File: config.mk
export PLATFORM = sky130hd
export DESIGN_NAME = pagemode_dram_ctrl
export DESIGN_NICKNAME = d
export VERILOG_FILES = /design/src/rtl/pmdram_pkg.sv /design/src/rtl/pmdram_array.sv /design/src/rtl/pmdram_rowbuf.sv /design/src/rtl/pmdram_seq.sv /design/src/rtl/pagemode_dram_ctrl.sv
export SDC_FILE = /design/constraint.sdc
export NUM_CORES = 1
export LEC_CHECK = 0
export ABC_CLOCK_PERIOD_IN_PS = 6600
export CAP_MARGIN = 20
export CELL_PAD_IN_SITES_DETAIL_PLACEMENT = 1
export CELL_PAD_IN_SITES_GLOBAL_PLACEMENT = 1
export CORE_AREA = 2 2 126 128
export CTS_BUF_LIST = sky130_fd_sc_hd__clkbuf_16
export DETAILED_ROUTE_END_ITERATION = 6
export DIE_AREA = 0 0 128 130
export GPL_TIMING_DRIVEN = 0
export PLACE_DENSITY = 0.89
export SETUP_SLACK_MARGIN = 0.15
export SLEW_MARGIN = 15
export SYNTH_ARGS = -nofsm -noshare
export SYNTH_HDL_FRONTEND = slang
export SYNTH_SLANG_ARGS = --single-unit
export TNS_END_PERCENT = 5
File: constraint.sdc
create_clock -name clk -period 6.6 [get_ports clk]
set_clock_uncertainty 0.15 [all_clocks]
set_input_delay 0.66 -clock clk [delete_from_list [all_inputs] [get_ports clk]]
set_output_delay 0.66 -clock clk [all_outputs]
set_load 0.02 [all_outputs]
File: src/rtl/pmdram_pkg.sv
package pmdram_pkg;

    typedef enum logic [1:0] {
        ST_IDLE   = 2'd0,
        ST_WBACK  = 2'd1,
        ST_ROWSTB = 2'd2,
        ST_COLSTB = 2'd3
    } seq_state_e;

    // Index width for a count of n items, never less than one bit.
    function automatic int unsigned idx_w(input int unsigned n);
        return (n <= 1) ? 1 : $clog2(n);
    endfunction

    function automatic int unsigned max2(input int unsigned a, input int unsigned b);
        return (a > b) ? a : b;
    endfunction

endpackage

File: src/rtl/pmdram_array.sv
module pmdram_array #(
    parameter int unsigned ROWS   = 4,
    parameter int unsigned COLS   = 4,
    parameter int unsigned DATA_W = 8,
    parameter int unsigned ROW_W  = 2
) (
    input  logic                         clk,
    input  logic                         rst,
    input  logic [ROW_W-1:0]             sel_row,
    input  logic                         wb_en,
    input  logic [COLS-1:0][DATA_W-1:0]  wb_data,
    output logic [COLS-1:0][DATA_W-1:0]  row_out
);

    logic [COLS-1:0][DATA_W-1:0] cells [ROWS];

    always_ff @(posedge clk) begin
        if (rst) begin
            for (int r = 0; r < int'(ROWS); r++) begin
                cells[r] <= '0;
            end
        end else if (wb_en) begin
            cells[sel_row] <= wb_data;
        end
    end

    assign row_out = cells[sel_row];

endmodule

File: src/rtl/pmdram_rowbuf.sv
module pmdram_rowbuf #(
    parameter int unsigned COLS   = 4,
    parameter int unsigned DATA_W = 8,
    parameter int unsigned COL_W  = 2
) (
    input  logic                         clk,
    input  logic                         rst,
    input  logic                         load_en,
    input  logic [COLS-1:0][DATA_W-1:0]  load_data,
    input  logic                         wr_en,
    input  logic [COL_W-1:0]             col,
    input  logic [DATA_W-1:0]            wdata,
    output logic [COLS-1:0][DATA_W-1:0]  row_q,
    output logic [DATA_W-1:0]            word_q
);

    always_ff @(posedge clk) begin
        if (rst) begin
            row_q <= '0;
        end else if (load_en) begin
            row_q <= load_data;
        end else if (wr_en) begin
            row_q[col] <= wdata;
        end
    end

    assign word_q = row_q[col];

endmodule

File: src/rtl/pmdram_seq.sv
module pmdram_seq
    import pmdram_pkg::*;
#(
    parameter int unsigned ROW_W  = 2,
    parameter int unsigned COL_W  = 2,
    parameter int unsigned ADDR_W = 2,
    parameter int unsigned DATA_W = 8
) (
    input  logic              clk,
    input  logic              rst,
    input  logic              req_valid,
    input  logic              req_write,
    input  logic [ROW_W-1:0]  req_row,
    input  logic [COL_W-1:0]  req_col,
    input  logic [DATA_W-1:0] req_wdata,
    output logic              req_ready,
    output logic              row_stb,
    output logic              col_stb,
    output logic [ADDR_W-1:0] mux_addr,
    output logic              wb_en,
    output logic              buf_load,
    output logic              buf_wr,
    output logic              rd_capture,
    output logic [ROW_W-1:0]  array_row,
    output logic [COL_W-1:0]  cur_col,
    output logic [DATA_W-1:0] cur_wdata
);

    typedef struct packed {
        logic              wr;
        logic [ROW_W-1:0]  row;
        logic [COL_W-1:0]  col;
        logic [DATA_W-1:0] wdata;
    } pend_t;

    seq_state_e       state;
    pend_t            pend;
    logic             open_vld;
    logic [ROW_W-1:0] open_row;
    logic             accept;
    logic             is_hit;

    assign accept = req_valid && (state == ST_IDLE);
    assign is_hit = open_vld && (req_row == open_row);

    always_ff @(posedge clk) begin
        if (rst) begin
            state    <= ST_IDLE;
            pend     <= '0;
            open_vld <= 1'b0;
            open_row <= '0;
        end else begin
            unique case (state)
                ST_IDLE: begin
                    if (accept) begin
                        pend <= '{wr: req_write, row: req_row,
                                  col: req_col, wdata: req_wdata};
                        if (is_hit)        state <= ST_COLSTB;
                        else if (open_vld) state <= ST_WBACK;
                        else               state <= ST_ROWSTB;
                    end
                end
                ST_WBACK:  state <= ST_ROWSTB;
                ST_ROWSTB: begin
                    state    <= ST_COLSTB;
                    open_vld <= 1'b1;
                    open_row <= pend.row;
                end
                ST_COLSTB: state <= ST_IDLE;
                default:   state <= ST_IDLE;
            endcase
        end
    end

    always_comb begin
        req_ready  = (state == ST_IDLE);
        row_stb    = (state == ST_ROWSTB);
        col_stb    = (state == ST_COLSTB);
        wb_en      = (state == ST_WBACK);
        buf_load   = row_stb;
        buf_wr     = col_stb && pend.wr;
        rd_capture = col_stb && !pend.wr;
        array_row  = (state == ST_WBACK) ? open_row : pend.row;
        cur_col    = pend.col;
        cur_wdata  = pend.wdata;
        unique case (state)
            ST_ROWSTB: mux_addr = ADDR_W'(pend.row);
            ST_COLSTB: mux_addr = ADDR_W'(pend.col);
            default:   mux_addr = '0;
        endcase
    end

endmodule

File: src/rtl/pagemode_dram_ctrl.sv
module pagemode_dram_ctrl
    import pmdram_pkg::*;
#(
    parameter int unsigned ROWS   = 4,
    parameter int unsigned COLS   = 4,
    parameter int unsigned DATA_W = 8,
    parameter int unsigned ROW_W  = idx_w(ROWS),
    parameter int unsigned COL_W  = idx_w(COLS),
    parameter int unsigned ADDR_W = max2(ROW_W, COL_W)
) (
    input  logic              clk,
    input  logic              rst,
    input  logic              req_valid,
    output logic              req_ready,
    input  logic              req_write,
    input  logic [ROW_W-1:0]  req_row,
    input  logic [COL_W-1:0]  req_col,
    input  logic [DATA_W-1:0] req_wdata,
    output logic              row_stb,
    output logic              col_stb,
    output logic [ADDR_W-1:0] mux_addr,
    output logic              rd_valid,
    output logic [DATA_W-1:0] rd_data
);

    logic                        wb_en;
    logic                        buf_load;
    logic                        buf_wr;
    logic                        rd_capture;
    logic [ROW_W-1:0]            array_row;
    logic [COL_W-1:0]            cur_col;
    logic [DATA_W-1:0]           cur_wdata;
    logic [COLS-1:0][DATA_W-1:0] grid_row;
    logic [COLS-1:0][DATA_W-1:0] buf_row;
    logic [DATA_W-1:0]           buf_word;

    pmdram_seq #(
        .ROW_W (ROW_W),
        .COL_W (COL_W),
        .ADDR_W(ADDR_W),
        .DATA_W(DATA_W)
    ) u_seq (
        .clk       (clk),
        .rst       (rst),
        .req_valid (req_valid),
        .req_write (req_write),
        .req_row   (req_row),
        .req_col   (req_col),
        .req_wdata (req_wdata),
        .req_ready (req_ready),
        .row_stb   (row_stb),
        .col_stb   (col_stb),
        .mux_addr  (mux_addr),
        .wb_en     (wb_en),
        .buf_load  (buf_load),
        .buf_wr    (buf_wr),
        .rd_capture(rd_capture),
        .array_row (array_row),
        .cur_col   (cur_col),
        .cur_wdata (cur_wdata)
    );

    pmdram_array #(
        .ROWS  (ROWS),
        .COLS  (COLS),
        .DATA_W(DATA_W),
        .ROW_W (ROW_W)
    ) u_array (
        .clk    (clk),
        .rst    (rst),
        .sel_row(array_row),
        .wb_en  (wb_en),
        .wb_data(buf_row),
        .row_out(grid_row)
    );

    pmdram_rowbuf #(
        .COLS  (COLS),
        .DATA_W(DATA_W),
        .COL_W (COL_W)
    ) u_rowbuf (
        .clk      (clk),
        .rst      (rst),
        .load_en  (buf_load),
        .load_data(grid_row),
        .wr_en    (buf_wr),
        .col      (cur_col),
        .wdata    (cur_wdata),
        .row_q    (buf_row),
        .word_q   (buf_word)
    );

    always_ff @(posedge clk) begin
        if (rst) begin
            rd_valid <= 1'b0;
            rd_data  <= '0;
        end else begin
            rd_valid <= rd_capture;
            if (rd_capture) rd_data <= buf_word;
        end
    end

endmodule

Word level (Yosys, flattened, before mapping)
Memory sizes are Yosys's and may differ from the RTL's.
Cells that the tools add are included.
- bits in registers: 59
- RAM bits: 128
- input bits: 16
- output and inout port bits: 14
- word-level logic and storage cells: 52
- memories: 1
- $lt $le $gt $ge: 2
- eq/ne operators: 5
- mux-type cells: 21
- reduce and logical (&&, ||, !) cells: 10
- memories (memory ; depth ; bits a word ; read ports ; clocked after Yosys merged registers in ; write ports ; RTL line ; RTL):
    u_array.cells ; 4 ; 32 ; 1 ; 0 ; 4 ; pmdram_array.sv:15 ; logic [COLS-1:0][DATA_W-1:0] cells [ROWS];
- operator list (kind ; number):
    2-to-1 mux 32 bit ; 3
    bitwise mux 32 bit ; 1
    OR reduction 32 bit ; 1
    binary-select mux 8 bit (select 2 bit) ; 1
    demux 8 bit (select 2 bit) ; 1
    2-to-1 mux 8 bit ; 2
    2-to-1 mux 2 bit ; 5
    one-hot mux 2 bit (4 select lines) ; 1
    2-to-1 mux 1 bit ; 6
    logical AND 1 bit ; 5
    == test 2 bit, second input constant ; 2
    one-hot mux 2 bit (2 select lines) ; 1
    < comparator 2 x 3 -> 1 bit, second input constant ; 1
    == test 2 x 1 -> 1 bit, second input constant ; 1
    == test 2 bit ; 1
    greater-or-equal comparator 2 x 1 -> 1 bit, second input constant ; 1
    logical NOT 2 bit ; 1
    inequality test 2 x 1 -> 1 bit, second input constant ; 1
    AND reduction 2 bit ; 1
    nonzero test 2 bit ; 1
    logical NOT 1 bit ; 1

Logic depth before layout (Yosys ltp)
- depth after elaboration: 7
- depth in mapped cells: 8
- gate-level depth less buffers: 6

Modules after synthesis
From an unflattened synthesis, not the netlist that was laid out.
- cells, all modules: 700
- area total of the unflattened synthesis: 8660.8 um^2
- modules (own cells, without submodules) (module ; instances ; cells an instance ; area each (um^2) ; sequential area each (um^2)):
    pmdram_array ; 1 ; 355 ; 5539.1 ; 3843.7
    pmdram_rowbuf ; 1 ; 211 ; 1890.6 ; 640.6
    pmdram_seq ; 1 ; 106 ; 918.4 ; 360.3
    pagemode_dram_ctrl ; 1 ; 28 ; 312.8 ; 180.2

Least setup slack after synthesis
No wires, ideal clock.
- path type: input port to flip-flop
- start: input port rst
- end: memory u_array.cells[0][0] (netlist name), enable pin
- library setup time: 0.375 ns
- arrival: 1.801 ns
- data required time: 6.075 ns
- slack: 4.274 ns
- cell stages on the path: 4
- path buffers: 1
- path through: clkbuf_1 nand2b_4 nor3_1 or2_2
- RTL lines (item ; RTL line ; RTL):
    from (decl) ; pagemode_dram_ctrl.sv:12 ; input logic rst,
    to (decl) ; pmdram_array.sv:15 ;

==> qor.csv <==
metric,value,unit
initial core utilization,53.9,%
Hold Path Class,reg -> reg,
final setup TNS,0,ns
Setup Viol. Count Final,0,
syn nets,656,
Area growth syn-to-layout,14.5,%
fin. max-slew vios,0,
via count,5362,
Worst slew margin,34.8,%
core box area,15400,µm²
total power,3.20,mW
GRT overflow,0,
Setup Buffers After CTS,0,
Tmin final,3.03,ns
CP Class,reg -> reg,
# IOs,30,
"Avg Cell Area, Syn",13.1,µm²
vias per cell,6.03,
Chip Height,130,µm
Pwr per Cell Area,336,nW/µm²
die area,16600,µm²
crit path launch,u_seq.state[1],
clock sink count,187,
vias in the first global route,5999,
crit path cell chain,"inv_1, ha_1, nand2b_4, nor3_1, or2_2",
element type at the critical path start,flip-flop,
CTS Hold Bufs,0,
Hold Startpoint,rd_data[6],
CTS buffer count,17,
Hold Slack,0.316,ns
Max Cap Violations,0,
row count,46,
H-tree levels,4,
Avg WL per Cell,25.6,µm
NetSw,0.896,mW
PostCTS Resize Cnt,0,
Highest Clock Rate,330,MHz
CP max FO,32,
maximum clock path buffer count,2,
initial antenna violation count,0,
die span in x,128,µm
worst-skew pair later-pin latency,0.44,ns
Reg power frac,47.5,%
CTS tree,yes,
synthesized flop and latch total,187,
final instance area,9510,µm²
worst r2r src,u_seq.state[1],
clock-pin slew of the registers on the worst-case setup and hold paths,0.07,ns
WP data arrival,2.94,ns
DRT antenna net count,0,
Root Buffer,clkbuf_16,
Pleak,3.90,nW
nets@finish,704,
GRT Total Usage,29.0,%
final wirelength,22700,µm
post-synth design cell area,8310,µm²
final worst path period share,46.0,%
hpwl dp,14000,µm
largest net degree at the start of global routing,33,
placed inst area,8830,µm²
IO Port Bufs,28,
Synth cell types,33,
RSZ-0062 raised after global routing,false,
Comb pwr share,16.6,%
fillers,1530,
Setup crit end kind,flip-flop,
Final Hold Fails,0,
share of cells above drive strength 1,9.47,%
first-pass GRT wire length,35000,µm
ANT cells,0,
"Largest stage delay, worst path",0.90,ns
clock group share of total power,35.8,%
yosys warns,0,
"Seq/Total Area, Yosys",60.5,%
Initial DRC Count,421,
critical path required time,6.51,ns
detailed-route DRC error count,0,
status,"finished, final reports clean",
gpl congestion,0.859,
Internal,2.30,mW
synthesized instance count,636,
Worst Max-Slew Pin Slew,0.977,ns
maximum VDD drop,0.212,mV
drt pass-1 iters,6,
slowest CP cell,or2_2,
Switching Fraction,28.0,%
-- placed cells by master, fill, tap and decap left out, types with 2 or more instances in the layout --
cell type	instances
and2_1	129
edfxtp_1	128
mux2i_1	100
dfxtp_1	59
nand2_1	44
o22a_1	32
o21ai_1	32
clkdlybuf4s50_1	28
clkbuf_1	25
a21oi_1	22
clkbuf_16	17
mux4_2	8
buf_2	7
nor2_1	6
bufinv_16	6
or2_2	4
ha_1	4
inv_1	3
nor2b_1	3
buf_12	3
buf_8	3
clkbuf_2	3
clkinv_1	3
a22o_1	2
buf_6	2
nand2b_4	2
nor3b_2	2
nand2b_1	2
xor2_1	2
o211ai_1	2
nand4b_1	2
clkinvlp_4	2
clkinv_2	2
-- worst max-delay path: cells and delay by family (launching register included) --
| kind | cells | cell delay [ns] |
|---|---|---|
| adder cells (fa/ha/maj) | 1 | 0.33 |
| AND/OR/NAND/NOR | 3 | 1.72 |
| flip-flops | 1 | 0.34 |
| buffers and inverters | 1 | 0.09 |
-- final timing paths --
kind | end | slack, ns | cells after the start
hold reg to reg | rd_data[6] | 0.32 | 2
setup / recovery | u_array.cells[0][19] | 3.57 | 5
setup reg to reg | u_array.cells[0][19] | 3.57 | 5
hold / removal | rd_data[6] | 0.32 | 2
-- logic make-up after synthesis --
family	share of synthesized area [%]
and+or+nand+nor	13.8
DFF	60.5
muxes	14.3
AOI/OAI and AO/OA	7.21
buffers and inverters	3.36
adders and majority gates	0.602
xor gates and xnor gates	0.211
-- stage by stage --
stage          setup WS [ns]  util, %  instances
4_1_cts                 3.62     61.5        888
3_3_place_gp            3.53     57.3        856
6_report                3.57     61.7        889
5_1_grt                 3.49     61.7        889
3_5_place_dp            3.41     57.3        856
2_1_floorplan           4.27        -        636
-- power groups by stage --
stage	sequential, mW	combinational [mW]	clock, mW
after floorplan	1.46	0.373	0
after global placement	1.52	0.493	0
after detailed placement	1.53	0.519	0
after CTS	1.51	0.531	1.15
after global routing	1.53	0.570	1.19
final	1.52	0.532	1.15
-- cell usage after synthesis --
cell	instances	share of area [%]
buf_12	3	0.72
o22a_1	32	3.4
o21ai_1	32	1.9
a31o_2	1	0.11
clkbuf_2	3	0.18
nor2_1	6	0.27
nand4_2	1	0.15
nand2_1	44	2.0
nand2b_1	2	0.15
mux2i_1	100	12
buf_2	7	0.42
and2_1	129	9.7
nor2b_1	3	0.23
or2_2	4	0.30
a22o_1	2	0.21
buf_8	3	0.54
nor4bb_1	1	0.12
a21oi_1	22	1.3
inv_1	2	0.090
clkbuf_1	25	1.1
edfxtp_1	128	46
dfxtp_1	59	14
mux4_2	8	2.2
buf_6	2	0.27
nand4b_1	2	0.21
ha_1	4	0.60
nand2b_4	2	0.33
o211ai_1	2	0.18
nor3b_2	2	0.30
nor3_1	1	0.060
xor2_1	2	0.21
a211oi_1	1	0.090
mux2_2	1	0.14
-- layout make-up --
type | count | area (µm²) | share of cell area [%]
sequential | 187 | 5020 | 52.8
multi-input combinational | 404 | 3010 | 31.6
clock buffer | 17 | 425 | 4.47
timing repair buffer | 29 | 308 | 3.24
buffer | 43 | 272 | 2.85
tap | 192 | 240 | 2.52
clock inverter | 15 | 229 | 2.41
inverter | 2 | 7.51 | 0.0789
-- metal layers --
layer	share of wire (%)	GRT usage, %
met2	51	50.5
met5	0	0
met1	41	35.0
met3	4.2	4.92
met4	3.4	14.5
-- state kept, by name, indices dropped and copies added (netlist names) --
signal           count
rd_data              8
rd_valid             1
u_array.cells      128
u_rowbuf.row_q      32
u_seq.cur_col        2
u_seq.cur_wdata      8
u_seq.open_row       2
u_seq.open_vld       1
u_seq.pend           3
u_seq.state          2
Power figures use the tool's default switching activity.
